`config.mk`:
```
export PLATFORM = sky130hd
export DESIGN_NAME = fu_pool_alloc
export DESIGN_NICKNAME = d
export VERILOG_FILES = /design/src/rtl/fu_pool_pkg.sv /design/src/rtl/fu_port_arb.sv /design/src/rtl/fu_unit_timer.sv /design/src/rtl/fu_pool_alloc.sv
export SDC_FILE = /design/constraint.sdc
export NUM_CORES = 1
export LEC_CHECK = 0
export BUFFER_PORTS_ARGS = -buffer_cell sky130_fd_sc_hd__buf_2
export CAP_MARGIN = 10
export CELL_PAD_IN_SITES_DETAIL_PLACEMENT = 1
export CELL_PAD_IN_SITES_GLOBAL_PLACEMENT = 1
export CORE_MARGIN = 4
export CORE_UTILIZATION = 35
export CTS_CLUSTER_DIAMETER = 30
export DETAILED_ROUTE_END_ITERATION = 8
export PLACE_DENSITY = 0.79
export SETUP_SLACK_MARGIN = 0.02
export SLEW_MARGIN = 20
export SYNTH_ARGS = -nofsm -noshare
export SYNTH_HDL_FRONTEND = slang
export SYNTH_SLANG_ARGS = --single-unit
```
`constraint.sdc`:
```
create_clock -name clk_i -period 4.1 [get_ports clk_i]
set_input_delay 0.615 -clock clk_i [delete_from_list [all_inputs] [get_ports clk_i]]
set_output_delay 0.615 -clock clk_i [all_outputs]
set_load 0.01 [all_outputs]
```
`src/rtl/fu_pool_pkg.sv`:
```
package fu_pool_pkg;
  typedef enum logic [1:0] {
    FU_IDLE   = 2'd0,
    FU_GRANT  = 2'd1,
    FU_BUSY   = 2'd2,
    FU_NOUNIT = 2'd3
  } fu_code_e;
endpackage

```
`src/rtl/fu_port_arb.sv`:
```
module fu_port_arb
  import fu_pool_pkg::*;
#(
  parameter int NUM_CLASSES     = 4,
  parameter int UNITS_PER_CLASS = 2,
  parameter int NU              = (NUM_CLASSES - 1) * UNITS_PER_CLASS,
  parameter int CW              = $clog2(NUM_CLASSES),
  parameter int UW              = (NU > 1) ? $clog2(NU) : 1
) (
  input  logic          valid_i,
  input  logic [CW-1:0] class_i,
  input  logic [NU-1:0] avail_i,
  output fu_code_e      code_o,
  output logic [UW-1:0] unit_o,
  output logic [NU-1:0] take_o
);
  int base;
  int hit;

  always_comb begin
    code_o = FU_IDLE;
    unit_o = '0;
    take_o = '0;
    base   = 0;
    hit    = -1;
    if (valid_i && int'(class_i) < NUM_CLASSES) begin
      if (class_i == '0) begin
        code_o = FU_NOUNIT;
      end else begin
        base = (int'(class_i) - 1) * UNITS_PER_CLASS;
        // descending scan: lowest free index wins
        for (int k = UNITS_PER_CLASS - 1; k >= 0; k--) begin
          if (avail_i[base + k]) hit = base + k;
        end
        if (hit >= 0) begin
          code_o       = FU_GRANT;
          unit_o       = UW'(hit);
          take_o[hit]  = 1'b1;
        end else begin
          code_o = FU_BUSY;
        end
      end
    end
  end
endmodule

```
`src/rtl/fu_unit_timer.sv`:
```
module fu_unit_timer #(
  parameter int LAT_W = 8
) (
  input  logic             clk_i,
  input  logic             rst_ni,
  input  logic             load_i,
  input  logic [LAT_W-1:0] load_val_i,
  output logic             fire_o
);
  logic [LAT_W-1:0] cnt_q;

  always_ff @(posedge clk_i or negedge rst_ni) begin
    if (!rst_ni)            cnt_q <= '0;
    else if (load_i)        cnt_q <= load_val_i;
    else if (cnt_q != '0)   cnt_q <= cnt_q - 1'b1;
  end

  assign fire_o = (cnt_q == LAT_W'(1));


  timer_single_fire_chk: assert property (@(posedge clk_i) disable iff (!rst_ni)
    fire_o && !load_i |=> !fire_o);
endmodule

```
`src/rtl/fu_pool_alloc.sv`:
```
module fu_pool_alloc
  import fu_pool_pkg::*;
#(
  parameter int NUM_CLASSES     = 4,
  parameter int UNITS_PER_CLASS = 2,
  parameter int NUM_PORTS       = 2,
  parameter int LAT_W           = 8,
  parameter int CNT_W           = 16,
  parameter logic [NUM_CLASSES*LAT_W-1:0] OP_LAT  = {8'd4, 8'd3, 8'd1, 8'd0},
  parameter logic [NUM_CLASSES*LAT_W-1:0] ISS_LAT = {8'd3, 8'd1, 8'd1, 8'd0},
  localparam int CW = (NUM_CLASSES > 1) ? $clog2(NUM_CLASSES) : 1,
  localparam int NU = (NUM_CLASSES - 1) * UNITS_PER_CLASS,
  localparam int UW = (NU > 1) ? $clog2(NU) : 1
) (
  input  logic                         clk_i,
  input  logic                         rst_ni,
  input  logic [NUM_PORTS-1:0]         req_valid_i,
  input  logic [NUM_PORTS*CW-1:0]      req_class_i,
  output logic [NUM_PORTS*2-1:0]       grant_code_o,
  output logic [NUM_PORTS*UW-1:0]      grant_unit_o,
  output logic [NU-1:0]                done_o,
  output logic [NUM_CLASSES*CNT_W-1:0] busy_cnt_o
);
  logic [NU-1:0]    free_q, free_d;
  logic [NU-1:0]    avail [NUM_PORTS+1];
  logic [NU-1:0]    take  [NUM_PORTS];
  fu_code_e         code  [NUM_PORTS];
  logic [UW-1:0]    unit  [NUM_PORTS];
  logic [CW-1:0]    rcls  [NUM_PORTS];
  logic [NU-1:0]    gnt_all, np_vec, fire_vec, rel_next;
  logic [CNT_W-1:0] busy_cnt_q [NUM_CLASSES];
  logic [CNT_W-1:0] busy_inc   [NUM_CLASSES];

  assign avail[0] = free_q;

  // Port chain: each port allocates from what lower ports left
  for (genvar p = 0; p < NUM_PORTS; p++) begin : g_port
    assign rcls[p] = req_class_i[p*CW +: CW];

    fu_port_arb #(
      .NUM_CLASSES(NUM_CLASSES), .UNITS_PER_CLASS(UNITS_PER_CLASS),
      .NU(NU), .CW(CW), .UW(UW)
    ) u_arb (
      .valid_i (req_valid_i[p]),
      .class_i (rcls[p]),
      .avail_i (avail[p]),
      .code_o  (code[p]),
      .unit_o  (unit[p]),
      .take_o  (take[p])
    );

    assign avail[p+1]            = avail[p] & ~take[p];
    assign grant_code_o[p*2 +: 2] = code[p];
    assign grant_unit_o[p*UW +: UW] = unit[p];


    grant_free_chk: assert property (@(posedge clk_i) disable iff (!rst_ni)
      code[p] == FU_GRANT |-> free_q[unit[p]]
        && (int'(unit[p]) / UNITS_PER_CLASS + 1 == int'(rcls[p])));

    nounit_class_chk: assert property (@(posedge clk_i) disable iff (!rst_ni)
      code[p] == FU_NOUNIT |-> req_valid_i[p] && rcls[p] == '0);

    idle_code_chk: assert property (@(posedge clk_i) disable iff (!rst_ni)
      !req_valid_i[p] |-> code[p] == FU_IDLE);

    pipe_release_chk: assert property (@(posedge clk_i) disable iff (!rst_ni)
      code[p] == FU_GRANT && !np_vec[unit[p]] |=> free_q[$past(unit[p])]);

    for (genvar q = p + 1; q < NUM_PORTS; q++) begin : g_pair

      distinct_unit_chk: assert property (@(posedge clk_i) disable iff (!rst_ni)
        code[p] == FU_GRANT && code[q] == FU_GRANT |-> unit[p] != unit[q]);
    end
  end

  always_comb begin
    gnt_all = '0;
    for (int p = 0; p < NUM_PORTS; p++) gnt_all |= take[p];
  end

  // Per-unit release schedule chosen from the class latencies
  for (genvar u = 0; u < NU; u++) begin : g_unit
    localparam int CLS = u / UNITS_PER_CLASS + 1;
    localparam int OPL = int'(OP_LAT[CLS*LAT_W +: LAT_W]);
    localparam int ISL = int'(ISS_LAT[CLS*LAT_W +: LAT_W]);
    if (OPL > 1 && ISL > 1) begin : g_np
      assign np_vec[u] = 1'b1;
      fu_unit_timer #(.LAT_W(LAT_W)) u_tmr (
        .clk_i      (clk_i),
        .rst_ni     (rst_ni),
        .load_i     (gnt_all[u]),
        .load_val_i (LAT_W'(ISL - 1)),
        .fire_o     (fire_vec[u])
      );

      fire_held_chk: assert property (@(posedge clk_i) disable iff (!rst_ni)
        fire_vec[u] |-> !free_q[u] ##1 free_q[u]);
    end else begin : g_pipe
      assign np_vec[u]   = 1'b0;
      assign fire_vec[u] = 1'b0;
    end
  end

  // Pending-free mask: pipelined/single-cycle grants return at the edge
  assign rel_next = gnt_all & ~np_vec;
  assign free_d   = (free_q & ~gnt_all) | rel_next | fire_vec;

  always_ff @(posedge clk_i or negedge rst_ni) begin
    if (!rst_ni) free_q <= '1;
    else         free_q <= free_d;
  end

  assign done_o = fire_vec;

  always_comb begin
    for (int c = 0; c < NUM_CLASSES; c++) begin
      busy_inc[c] = '0;
      for (int p = 0; p < NUM_PORTS; p++) begin
        if (code[p] == FU_BUSY && rcls[p] == CW'(c)) busy_inc[c] = busy_inc[c] + 1'b1;
      end
    end
  end

  for (genvar c = 0; c < NUM_CLASSES; c++) begin : g_cnt
    always_ff @(posedge clk_i or negedge rst_ni) begin
      if (!rst_ni) busy_cnt_q[c] <= '0;
      else         busy_cnt_q[c] <= busy_cnt_q[c] + busy_inc[c];
    end
    assign busy_cnt_o[c*CNT_W +: CNT_W] = busy_cnt_q[c];


    busy_count_chk: assert property (@(posedge clk_i) disable iff (!rst_ni)
      busy_inc[c] != '0 |=> busy_cnt_q[c] != $past(busy_cnt_q[c]));
  end
endmodule

```
==> impl_results.md <==
* Worst-margin pin slew at 0.7365 ns
* Resize count post-CTS at 0
* Placed cell count at 683
* M1 WL at 4.611 mm
* Total die area at 14640 um2
* Post-DP HPWL at 8.183 mm
* Cells after Synth at 432
* Drt total wl at 10.70 mm
* Mapped Area at 4468 um2
* Max Cap Viol at 0
* Row count at 41
* # diodes at 0
* Worst hold margin at 0.3336 ns
* Router iterations before antenna repair at 4
* Total track usage at 15.44%
* Fin nets at 558
* Final setup viols at 0
* Syn avg cell area at 10.34 um2
* RSZ-0062 raised after global routing: no
* Placed inst area at 5084 um2
* CTS root buf: clkbuf_16
* Fin. Hold Viols at 0
* Uppermost layer routed: met4
* Fin crit share at 91.21%
* Critical path type: in2reg
* Leak pwr at 2.596 nW
* Max Root-Sink Buffers at 2
* Crit path DAT at 3.96 ns
* Max VDD drop at 0.1890 mV
* Number of global-route vias before repair at 3662
* Die width at 121.0 um
* CTS tree: yes
* Final worst slack at 0.3604 ns
* R2R depth at 13
* Ys async rst share at 100.0%
* Crit Path Max Fanout at 9
* Status: finished, final reports clean
* Sink Count at 86
* Clock Pin Slew Worst Setup and Hold Paths at 0.07 ns
* Unique masters post-synth at 51
* F_max at 267.4 MHz
* GRT overflow at 0
* Area growth from synthesis to layout at 20.30%
* IO buf count at 83
* Antenna violations before repair at 0
* Crit start category: primary input
* Number of synthesized flops with an enable pin at 0
* Setup slack at placement at -0.01492 ns
* Top_reg_cell synth: dfrtp_1
* Postcts setup bufs at 0
* Slew margin rel. at 50.90%
* Length of routed met3 wiring at 394 um
* Worst setup EP type: flip-flop
* Most frequent cells in the layout: buf_2, dfrtp_1, xnor2_1
* Non-filler cells, final at 698
* Ys Warns at 0
* Tmin final at 3.740 ns
* P per Cell Area at 445.6 nW/um2
* Routed wire per std cell at 15.33 um
* Htree depth at 3
* #FFs+latches synth at 86
* Hold Path Class: in2async
* Pwr Total at 2.395 mW
* Met2 wire length at 5.401 mm
* Iteration-0 DRC Markers at 162
* Vias at 3395
* Clk_skew at 0.008521 ns
* Sequential element share of the synthesized area at 48.33%
* Final max-slew violation count at 0
* Required time of the critical path at 4.32 ns
* Fin Setup TNS at 0 ns
* First-pass GRT wire length at 18.01 mm
* # DRC at 0
* # hold bufs at CTS at 0
* Share of cells above drive strength 1 at 23.00%
* Most common cell after layout, fill and taps aside: buf_2
* Worst-Skew Late Latency at 0.34 ns
* Largest net degree at the start of global routing at 58
* Avg Vias per Cell at 4.864
* I/O pin cnt at 88
* TritonCTS buffer count at 9
* Final ANT Viol Nets at 0
* Placer Congestion at 0.7685
* Fin util at 42.77%
* Initial core utilization at 35.55%
* Core Area at 12570 um2
* Final instance area at 5375 um2
* Vertical die dimension at 121.0 um
## where the power goes
group | internal, mW | total, mW | switching, mW | leakage, nW
combinational | 0.210 | 0.473 | 0.262 | 1.38
clock | 0.467 | 0.809 | 0.341 | 0.137
sequential | 0.969 | 1.11 | 0.145 | 1.08
total | 1.65 | 2.39 | 0.748 | 2.60
## cell usage after synthesis, drive strengths merged (3+ instances only)
cell | n | share of area [%]
or4 | 3 | 0.53
clkbuf | 6 | 0.53
and3 | 10 | 1.4
nor3b | 3 | 0.50
a21o | 4 | 0.67
dfrtp | 80 | 45
fa | 4 | 1.8
nor2 | 36 | 3.2
nor2b | 11 | 1.5
xnor2 | 45 | 8.8
a21oi | 13 | 1.5
o21ai | 6 | 0.67
nor3 | 20 | 2.2
inv | 28 | 2.4
nand2b | 7 | 0.98
and2 | 4 | 0.56
nand4 | 14 | 2.0
nand2 | 31 | 2.6
nand3 | 16 | 1.8
o211ai | 3 | 0.50
ha | 24 | 6.7
buf | 10 | 1.5
dfstp | 6 | 3.5
xor2 | 17 | 3.3
## registers in the layout, indices dropped and copies added (netlist names)
signal                   flops
g_unit.g_np.u_tmr.cnt_q     16
free_q                       6
busy_cnt_o                  64
## worst max-delay path: stages
cell and delay (ns):
buf_2 0.10, inv_1 0.08, ha_2 0.41, nor3b_1 0.23
o211ai_1 0.16, and2_1 0.24, a2111oi_4 0.33, buf_4 0.19
and3_1 0.16, ha_1 0.12, ha_1 0.17, inv_1 0.06
fa_1 0.40, nor3_1 0.39, nand3_1 0.15, xnor2_1 0.14
## layout make-up
| cell class | instances | area [um2] |
|---|---|---|
| fill | 1449 | 7193 |
| inverter | 28 | 105.1 |
| clock buffer | 9 | 225.2 |
| tap | 172 | 215.2 |
| multi-input combinational | 307 | 2136 |
| timing repair buffer | 90 | 470.5 |
| clock inverter | 6 | 63.81 |
| sequential | 86 | 2160 |
## layer usage
layer | vias to the layer above | global-route usage [%]
met4 | 0 | 7.153
met5 | - | 0
li1 | 1613 | -
met1 | 1699 | 18.42
met2 | 62 | 26.61
met3 | 21 | 3.217
## worst paths after layout
| path | startpoint | slack [ns] | to |
|---|---|---|---|
| setup / recovery | req_class_i[0] | 0.36 | busy_cnt_o[62]$_DFF_PN0_ |
| hold / removal | rst_ni | 0.33 | g_unit[4].g_np.u_tmr.cnt_q[1]$_DFFE_PN0P_ |
| setup reg to reg | free_q[1]$_DFF_PN1_ | 0.74 | busy_cnt_o[62]$_DFF_PN0_ |
| hold reg to reg | free_q[3]$_DFF_PN1_ | 0.39 | free_q[3]$_DFF_PN1_ |
| max in group asynchronous | rst_ni | 2.89 | busy_cnt_o[28]$_DFF_PN0_ |
| min in group clk_i | free_q[3]$_DFF_PN1_ | 0.39 | free_q[3]$_DFF_PN1_ |
## cell families after synthesis
family	after synthesis	share of synthesized area, %
AND/OR/NAND/NOR	164	18.87
flip-flops	86	48.33
XOR/XNOR	62	12.15
buffers and inverters	44	4.340
AO/OA/AOI/OAI	43	6.749
adder cells (fa/ha/maj)	28	8.513
multiplexers	4	0.9521
other	1	0.08393
Power figures use the tool's default switching activity.
